==> src/rtl/tcam_pkg.sv <==
package tcam_pkg;

  typedef enum logic [1:0] {
    PH_IDLE = 2'd0,
    PH_PREP = 2'd1,
    PH_DECIDE = 2'd2
  } phase_e;

  // Cell code {hi,lo}: 00 any, 10 one, 01 zero, 11 invalid.
  function automatic logic cell_hit(input logic hi, input logic lo, input logic kbit);
    logic r;
    unique case ({hi, lo})
      2'b00:   r = 1'b1;
      2'b10:   r = kbit;
      2'b01:   r = ~kbit;
      default: r = 1'b0;
    endcase
    return r;
  endfunction

endpackage

==> src/rtl/tcam_seq.sv <==
module tcam_seq
  import tcam_pkg::*;
#(
  parameter int WIDTH = 8,
  localparam int BW = (WIDTH > 1) ? $clog2(WIDTH) : 1
) (
  input  logic          clk,
  input  logic          rst,
  input  logic          sleep,
  input  logic          start,
  input  logic [WIDTH-1:0] key,
  output logic          busy,
  output logic          accept,
  output logic          prep_fire,
  output logic          decide_fire,
  output logic          last_decide,
  output logic [BW-1:0] bit_idx,
  output logic          key_bit
);

  localparam logic [BW-1:0] LAST = BW'(WIDTH - 1);

  phase_e            phase_q;
  logic [BW-1:0]     bit_q;
  logic [WIDTH-1:0]  key_q;

  assign busy        = (phase_q != PH_IDLE);
  assign accept      = (phase_q == PH_IDLE) && start && !sleep;
  assign prep_fire   = (phase_q == PH_PREP) && !sleep;
  assign decide_fire = (phase_q == PH_DECIDE) && !sleep;
  assign last_decide = decide_fire && (bit_q == LAST);
  assign bit_idx     = bit_q;
  assign key_bit     = key_q[bit_q];

  always_ff @(posedge clk) begin
    if (rst) begin
      phase_q <= PH_IDLE;
      bit_q   <= '0;
      key_q   <= '0;
    end else if (!sleep) begin
      unique case (phase_q)
        PH_IDLE: begin
          if (start) begin
            key_q   <= key;
            bit_q   <= '0;
            phase_q <= PH_PREP;
          end
        end
        PH_PREP: phase_q <= PH_DECIDE;
        PH_DECIDE: begin
          if (bit_q == LAST) begin
            phase_q <= PH_IDLE;
          end else begin
            bit_q   <= bit_q + 1'b1;
            phase_q <= PH_PREP;
          end
        end
        default: phase_q <= PH_IDLE;
      endcase
    end
  end

endmodule

==> src/rtl/tcam_store.sv <==
module tcam_store #(
  parameter int WORDS = 8,
  parameter int WIDTH = 8,
  localparam int AW = (WORDS > 1) ? $clog2(WORDS) : 1,
  localparam int BW = (WIDTH > 1) ? $clog2(WIDTH) : 1
) (
  input  logic             clk,
  input  logic             rst,
  input  logic             wr_ok,
  input  logic [AW-1:0]    wr_addr,
  input  logic [WIDTH-1:0] wr_hi,
  input  logic [WIDTH-1:0] wr_lo,
  input  logic             rd_en,
  input  logic [BW-1:0]    bit_idx,
  input  logic [WORDS-1:0] live,
  output logic [WORDS-1:0] col_hi,
  output logic [WORDS-1:0] col_lo
);

  // Two bit planes; contents are not touched by reset (retention).
  logic [WIDTH-1:0] hi_mem [WORDS];
  logic [WIDTH-1:0] lo_mem [WORDS];

  logic addr_ok;
  assign addr_ok = ({1'b0, wr_addr} < (AW + 1)'(WORDS));

  always_ff @(posedge clk) begin
    if (wr_ok && addr_ok) begin
      hi_mem[wr_addr] <= wr_hi;
      lo_mem[wr_addr] <= wr_lo;
    end
  end

  // Per-word column register; a standby word keeps its last value.
  for (genvar w = 0; w < WORDS; w++) begin : g_col
    always_ff @(posedge clk) begin
      if (rst) begin
        col_hi[w] <= 1'b0;
        col_lo[w] <= 1'b0;
      end else if (rd_en && live[w]) begin
        col_hi[w] <= hi_mem[w][bit_idx];
        col_lo[w] <= lo_mem[w][bit_idx];
      end
    end
  end

endmodule

==> src/rtl/tcam_acc.sv <==
module tcam_acc
  import tcam_pkg::*;
#(
  parameter int WORDS = 8,
  localparam int CW = $clog2(WORDS + 1)
) (
  input  logic             clk,
  input  logic             rst,
  input  logic             clear,
  input  logic             decide,
  input  logic             key_bit,
  input  logic [WORDS-1:0] col_hi,
  input  logic [WORDS-1:0] col_lo,
  output logic [WORDS-1:0] acc,
  output logic [WORDS-1:0] acc_nxt,
  output logic [CW-1:0]    cnt
);

  for (genvar w = 0; w < WORDS; w++) begin : g_word
    always_comb begin
      if (clear) begin
        acc_nxt[w] = 1'b1;
      end else if (decide && acc[w]) begin
        acc_nxt[w] = cell_hit(col_hi[w], col_lo[w], key_bit);
      end else begin
        acc_nxt[w] = acc[w];
      end
    end
  end

  logic [CW-1:0] cnt_nxt;
  always_comb begin
    cnt_nxt = '0;
    for (int i = 0; i < WORDS; i++) begin
      cnt_nxt = cnt_nxt + CW'(acc_nxt[i]);
    end
  end

  always_ff @(posedge clk) begin
    if (rst) begin
      acc <= '0;
      cnt <= '0;
    end else begin
      acc <= acc_nxt;
      cnt <= cnt_nxt;
    end
  end

endmodule

==> src/rtl/tcam_bitserial.sv <==
module tcam_bitserial #(
  parameter int WORDS = 8,
  parameter int WIDTH = 8,
  localparam int AW = (WORDS > 1) ? $clog2(WORDS) : 1,
  localparam int BW = (WIDTH > 1) ? $clog2(WIDTH) : 1,
  localparam int CW = $clog2(WORDS + 1)
) (
  input  logic             clk,
  input  logic             rst,
  input  logic             sleep,
  input  logic             wr_en,
  input  logic [AW-1:0]    wr_addr,
  input  logic [WIDTH-1:0] wr_hi,
  input  logic [WIDTH-1:0] wr_lo,
  input  logic             start,
  input  logic [WIDTH-1:0] key,
  output logic [WORDS-1:0] match_vec,
  output logic             done,
  output logic [WORDS-1:0] active_vec,
  output logic [CW-1:0]    active_cnt
);

  logic          busy;
  logic          accept;
  logic          prep_fire;
  logic          decide_fire;
  logic          last_decide;
  logic [BW-1:0] bit_idx;
  logic          key_bit;
  logic          wr_ok;

  logic [WORDS-1:0] col_hi;
  logic [WORDS-1:0] col_lo;
  logic [WORDS-1:0] acc;
  logic [WORDS-1:0] acc_nxt;
  logic [CW-1:0]    cnt;

  assign wr_ok = wr_en && !busy && !sleep;

  tcam_seq #(.WIDTH(WIDTH)) u_seq (
    .clk         (clk),
    .rst         (rst),
    .sleep       (sleep),
    .start       (start),
    .key         (key),
    .busy        (busy),
    .accept      (accept),
    .prep_fire   (prep_fire),
    .decide_fire (decide_fire),
    .last_decide (last_decide),
    .bit_idx     (bit_idx),
    .key_bit     (key_bit)
  );

  tcam_store #(.WORDS(WORDS), .WIDTH(WIDTH)) u_store (
    .clk     (clk),
    .rst     (rst),
    .wr_ok   (wr_ok),
    .wr_addr (wr_addr),
    .wr_hi   (wr_hi),
    .wr_lo   (wr_lo),
    .rd_en   (prep_fire),
    .bit_idx (bit_idx),
    .live    (acc),
    .col_hi  (col_hi),
    .col_lo  (col_lo)
  );

  tcam_acc #(.WORDS(WORDS)) u_acc (
    .clk     (clk),
    .rst     (rst),
    .clear   (accept),
    .decide  (decide_fire),
    .key_bit (key_bit),
    .col_hi  (col_hi),
    .col_lo  (col_lo),
    .acc     (acc),
    .acc_nxt (acc_nxt),
    .cnt     (cnt)
  );

  logic [WORDS-1:0] match_q;
  logic             done_q;

  always_ff @(posedge clk) begin
    if (rst) begin
      match_q <= '0;
      done_q  <= 1'b0;
    end else begin
      done_q <= last_decide;
      if (accept) begin
        match_q <= '0;
      end else if (last_decide) begin
        match_q <= acc_nxt;
      end
    end
  end

  assign match_vec  = match_q;
  assign done       = done_q;
  assign active_vec = acc;
  assign active_cnt = cnt;

endmodule

==> config.mk <==
export PLATFORM = sky130hd
export DESIGN_NAME = tcam_bitserial
export DESIGN_NICKNAME = d
export VERILOG_FILES = /design/src/rtl/tcam_pkg.sv /design/src/rtl/tcam_seq.sv /design/src/rtl/tcam_store.sv /design/src/rtl/tcam_acc.sv /design/src/rtl/tcam_bitserial.sv
export SDC_FILE = /design/constraint.sdc
export NUM_CORES = 1
export LEC_CHECK = 0
export BUFFER_PORTS_ARGS = -buffer_cell sky130_fd_sc_hd__buf_2
export CORE_ASPECT_RATIO = 1.5
export CORE_MARGIN = 2
export CORE_UTILIZATION = 40
export DETAILED_ROUTE_END_ITERATION = 10
export GPL_ROUTABILITY_DRIVEN = 0
export RECOVER_POWER = 50
export SYNTH_ARGS = -nofsm -noshare
export SYNTH_HDL_FRONTEND = slang
export SYNTH_HIERARCHICAL = 1
export SYNTH_SLANG_ARGS = --single-unit
==> constraint.sdc <==
create_clock -name clk -period 5.8 [get_ports clk]
set_input_delay 1.16 -clock clk [delete_from_list [all_inputs] [get_ports clk]]
set_output_delay 1.16 -clock clk [all_outputs]
set_load 0.01 [all_outputs]
# Word level (Yosys, flattened, before mapping)
# Memory sizes are Yosys's and may differ from the RTL's.
# Index checks and enable logic that the tools add are counted.
[op_classes]
mux = 66
bitwise_logic = 2
n_eq_ne = 21
addsub = 8
magnitude_cmp = 1
n_reduce_logical = 40
[ops]
columns = ["cell", "count"]
rows = [
  ["1-bit binary-select mux with 3-bit select", 17],
  ["1-bit 2-to-1 mux", 36],
  ["4-bit by 1-bit adder with 4-bit output", 6],
  ["1-bit one-hot mux with 3 select lines", 8],
  ["1-bit logical AND", 23],
  ["2-bit by 1-bit equality test with 1-bit output (second input constant)", 9],
  ["2-bit equality test (second input constant)", 9],
  ["2-bit logical NOT", 9],
  ["3-bit 2-to-1 mux", 2],
  ["2-bit one-hot mux with 3 select lines", 1],
  ["3-bit one-hot mux with 2 select lines", 1],
  ["3-bit by 4-bit less-than comparator with 1-bit output (second input constant)", 1],
  ["2-bit != test (second input constant)", 2],
  ["4-bit AND reduction", 1],
  ["2-bit nonzero test", 2],
  ["3-bit by 1-bit adder with 3-bit output (second input constant)", 1],
  ["3-bit equality test (second input constant)", 1],
  ["3-bit AND reduction", 1],
  ["1-bit by 1-bit adder with 2-bit output", 1],
  ["1-bit logical NOT", 2],
  ["2-bit 2-to-1 mux", 1],
  ["1-bit inverter", 2],
  ["2-bit AND reduction", 1],
  ["2-bit OR reduction", 1],
]
[word_totals]
n_memories = 2
out_inout_bits = 21
reg_bits = 50
ramBits = 128
input_bits = 32
[memory_table]
columns = ["name", "words", "width", "rd", "rd_ports_with_merged_regs", "write_ports", "line_no", "source"]
rows = [
  ["u_store.hi_mem", 8, 8, 8, 0, 1, "tcam_store.sv:21", "logic [WIDTH-1:0] hi_mem [WORDS];"],
  ["u_store.lo_mem", 8, 8, 8, 0, 1, "tcam_store.sv:22", "logic [WIDTH-1:0] lo_mem [WORDS];"],
]

# Longest topological paths before layout
[depth]
depth_word = 13
ltp_mapped = 17
mapped_depth_nobuf = 13

# Cells and area by module
# Netlist, hierarchy kept.
[by_module_without_submodules]
columns = ["mod", "instances", "cells_per_inst", "area_each_um2", "seq_area_each_um2"]
rows = [
  ["tcam_store", 1, 331, 5605.4, 4164.0],
  ["tcam_acc", 1, 76, 815.8, 240.2],
  ["tcam_seq", 1, 69, 688.2, 260.2],
  ["tcam_bitserial", 1, 30, 330.3, 180.2],
]

# Worst setup path before layout
# Ideal clock, no wire load.
[synth_timing]
kind = "input to register"
start = "input sleep"
end = "register u_acc.cnt[2]"
arrival_time_ns = 4.632
cell_stages = 16
setup_time_ns = 0.122
path_buffers = 3
slack_ns = 1.046
cell_sequence = "or4b_4 -> buf_6 -> clkinv_8 -> buf_2 -> nor2b_4 -> buf_4 -> a21o_2 -> fa_1 -> fa_1 -> fa_1 -> inv_1 -> ha_1 -> inv_1 -> fa_1 -> xor2_1 -> nor2_1"
[synth_lines]
columns = ["element", "line_no", "source"]
rows = [
  ["from (decl)", "tcam_bitserial.sv:10", "input logic sleep,"],
  ["1-bit logical NOT (*)", "tcam_seq.sv:28", "assign accept = (phase_q == PH_IDLE) && start && !sleep;"],
  ["1-bit logical AND (*)", "tcam_seq.sv:28", ""],
  ["net accept", "tcam_bitserial.sv:24", "logic accept;"],
  ["1-bit 2-to-1 mux", "tcam_acc.sv:21", "if (clear) begin"],
  ["1-bit by 1-bit adder with 2-bit output", "tcam_acc.sv:35", "cnt_nxt = cnt_nxt + CW'(acc_nxt[i]);"],
  ["4-bit by 1-bit adder with 4-bit output (5 in a row)", "tcam_acc.sv:35", ""],
  ["4-bit by 1-bit adder with 4-bit output (*)", "tcam_acc.sv:35", ""],
  ["to (signal assigned)", "tcam_acc.sv:45", "cnt <= cnt_nxt;"],
  ["to (decl)", "tcam_acc.sv:16", "output logic [CW-1:0] cnt"],
]
# Mark *: on every way through the listed nets, which the timed path passes. The rest lies on a longest branch.
# A chain may end at the register's enable or synchronous reset.

# Final worst setup path
# Same ends and word-level chain as after synthesis.

==> impl_metrics.yaml <==
setup_path:
  timing.rr.start: "u_seq/bit_idx[0]"
  ff2ff_path_depth: 13
  required_ns: 6.01
  crit_start: "sleep"
  critPathKind: "input port to flop"
  path_max_fanout: 23
  worstSetupEndpointType: "flop"
  worst_setup_path_start_kind: "input port"
  crit_arrival_ns: 4.72
clock_network:
  cts_setup_buffers: 0
  cts_buffers: 17
  htreeDepth: 4
  clock-sinks: 178
  cts.reportedPaths.clkPinSlew_ns: 0.07
  cts_tree: "built"
  insertion_delay_ns: 0.42
  clk_path_buf_depth: 2
  cts_resized: 0
  cts_root_buf: "clkbuf_16"
  holdBufCountCts: 0
detailed_routing:
  num_vias: 4200
  top_layer_used: "met4"
  met1Wirelength_um: 6050
  initialDrtViolationCount: 315
  dr_wl_met2_um: 8252
  wl_per_cell_um: 18.36
  drc: 0
  dr.pass1.iters: 5
  viasPerCell: 5.091
  wirelength_um: 15150
  wl_met3_um: 482
  ant_nets: 0
floorplan:
  core_area_um2: 18390
  initial_core_util_pct: 40.45
  die_width_um: 115.4
  rows: 61
  ioPinCount: 53
  die_h_um: 171.0
  die_area_um2: 19730
synthesis:
  synth_ff_type: "edfxtp_1"
  synth_area_um2: 7440
  syn_area_per_cell_um2: 14.70
  yosysSeqAreaShare_pct: 65.12
  yosys_warnings: 6
  synth_async_sr_flop_share_pct: 0
  ys_ff_latch: 178
  syn_nets: 547
  synthCells: 506
  synth_edf_count: 128
  synth_cell_types: 43
sta:
  slew_headroom_pct: -51.96
  rsz0062_at_grt: "false"
  fin_crit_sh_pct: 77.71
  period_needed_ns: 4.507
  setup_viol: 0
  tns_ns: 0
  fmax_mhz: 221.9
  slew_violations: 43
  worstMarginPinSlew_ns: 2.279
  clock_skew_ns: 0.007722
  setup_ws_ns: 1.293
  hold_viol_final: 0
run_status:
  outcome: "finished, violations left"
  violations: "max-capacitance violations, max-slew violations"
place:
  pre_cts_slack_ns: 0.9181
  place_hpwl_um: 10550
  portBuffers: 52
hold_path:
  hold_class: "flop to flop"
  hold_path.startpoint: "u_seq/key_q[2]"
  hold-path-cell-count: 2
global_route:
  grt_start_max_net_pins: 68
  antenna_found_initial: 0
  grt_pass1_vias: 4415
  grt-ovfl-total: 0
  grtUsageTotal_pct: 16.19
  grt_pass1_wl_um: 23920
layout:
  nNetsFinal: 601
  final_cell_mix: "edfxtp_1, mux2i_1, dfxtp_1, a21oi_1, clkbuf_1"
  antennaDiodeCount: 0
  layout-drive-gt1-share_pct: 19.72
  area.growth.synth_to_final_pct: 13.02
  fillCellCount: 1630
  final_common_cell: "edfxtp_1"
power:
  irDropWorstVdd_mv: 0.2133
  p_leak_nw: 2.675
  p_per_area_nw_per_um2: 323.6
job:
  cap_viol_max_count: 1
## power by group
group | switching, mW | internal, mW | leakage, nW
clock network | 0.532 | 0.622 | 0.299
logic | 0.101 | 0.0625 | 0.813
registers | 0.0143 | 1.39 | 1.56
## critical path, cell delays in order
cell and delay, ns:
clkbuf_1 0.16, or4b_4 0.61, clkinv_8 0.15, nor2b_4 0.12, a21o_2 0.22, fa_1 0.55, fa_1 0.43, fa_1 0.44
inv_1 0.07, ha_1 0.17, inv_1 0.06, fa_1 0.37, xor2_1 0.13, nor2_1 0.05
## layout make-up
class	instances	area [um2]	area share, %
multi-input combinational	292	2295	27.29
inverter	8	42.54	0.5060
tap	252	315.3	3.750
sequential	178	4848	57.66
clock buffer	17	425.4	5.060
clock inverter	15	185.2	2.202
timing repair buffer	63	296.5	3.527
## cell usage after synthesis (4+ instances only)
master,instances,area share [%]
mux2i_1,72,9.7
inv_1,7,0.35
clkbuf_1,4,0.20
mux2_4,8,1.6
nor2_1,27,1.4
buf_6,7,1.1
nand2_2,8,0.67
a22oi_1,32,3.2
dfxtp_1,50,13
nor3b_1,4,0.40
fa_1,4,1.1
a21o_2,6,0.71
a21oi_2,8,0.94
ha_1,5,0.84
buf_2,9,0.61
nand2_1,19,0.96
nor3_1,6,0.40
a211oi_2,8,1.3
a21oi_1,43,2.9
edfxtp_1,128,52
nor3_2,12,1.6
## registers in the layout (all words and copies together), names as in the netlist
signal          flops
u_store/hi_mem     64
u_store/lo_mem     64
u_seq/phase_q       2
u_seq/bit_idx       3
u_store/col_lo      8
u_acc/cnt           4
u_acc/acc           8
u_store/col_hi      8
match_vec           8
u_seq/key_q         8
done                1
## per-layer routing
metal / global-route usage [%] / up-vias
met5: 0 / -
met4: 6.129 / 0
met3: 3.542 / 22
met2: 29.75 / 89
met1: 17.97 / 2054
li1: - / 2035
## through the flow
stage | hold WS [ns] | instance area (um2) | cells | util (%) | power (mW)
2_1_floorplan | 0.4450 | 7440 | 506 | - | 1.542
3_3_place_gp | 0.4580 | 7886 | 793 | 42.87 | 1.598
3_5_place_dp | 0.4595 | 7886 | 793 | 42.87 | 1.606
4_1_cts | 0.4720 | 8497 | 825 | 46.19 | 2.761
5_1_grt | 0.4918 | 8408 | 825 | 45.71 | 2.831
6_report | 0.4680 | 8408 | 825 | 45.71 | 2.721
## path summary, 6_finish.rpt
path	to	slack, ns
worst min-delay path	u_seq/key_q[2]	0.47
worst min register to register	u_seq/key_q[2]	0.47
worst max-delay path	u_acc/cnt[2]	1.29
worst max register to register	u_acc/cnt[2]	1.46
## logic make-up after synthesis
group                    Yosys count  synth area share [%]
AO/OA/AOI/OAI                    104                 9.771
XOR/XNOR                           1                0.1177
adder cells (fa/ha/maj)            9                 1.917
buffers and inverters             36                 3.666
flip-flops                       178                 65.12
multiplexers                      83                 12.06
AND/OR/NAND/NOR                   95                 7.350
Power figures use the tool's default switching activity.
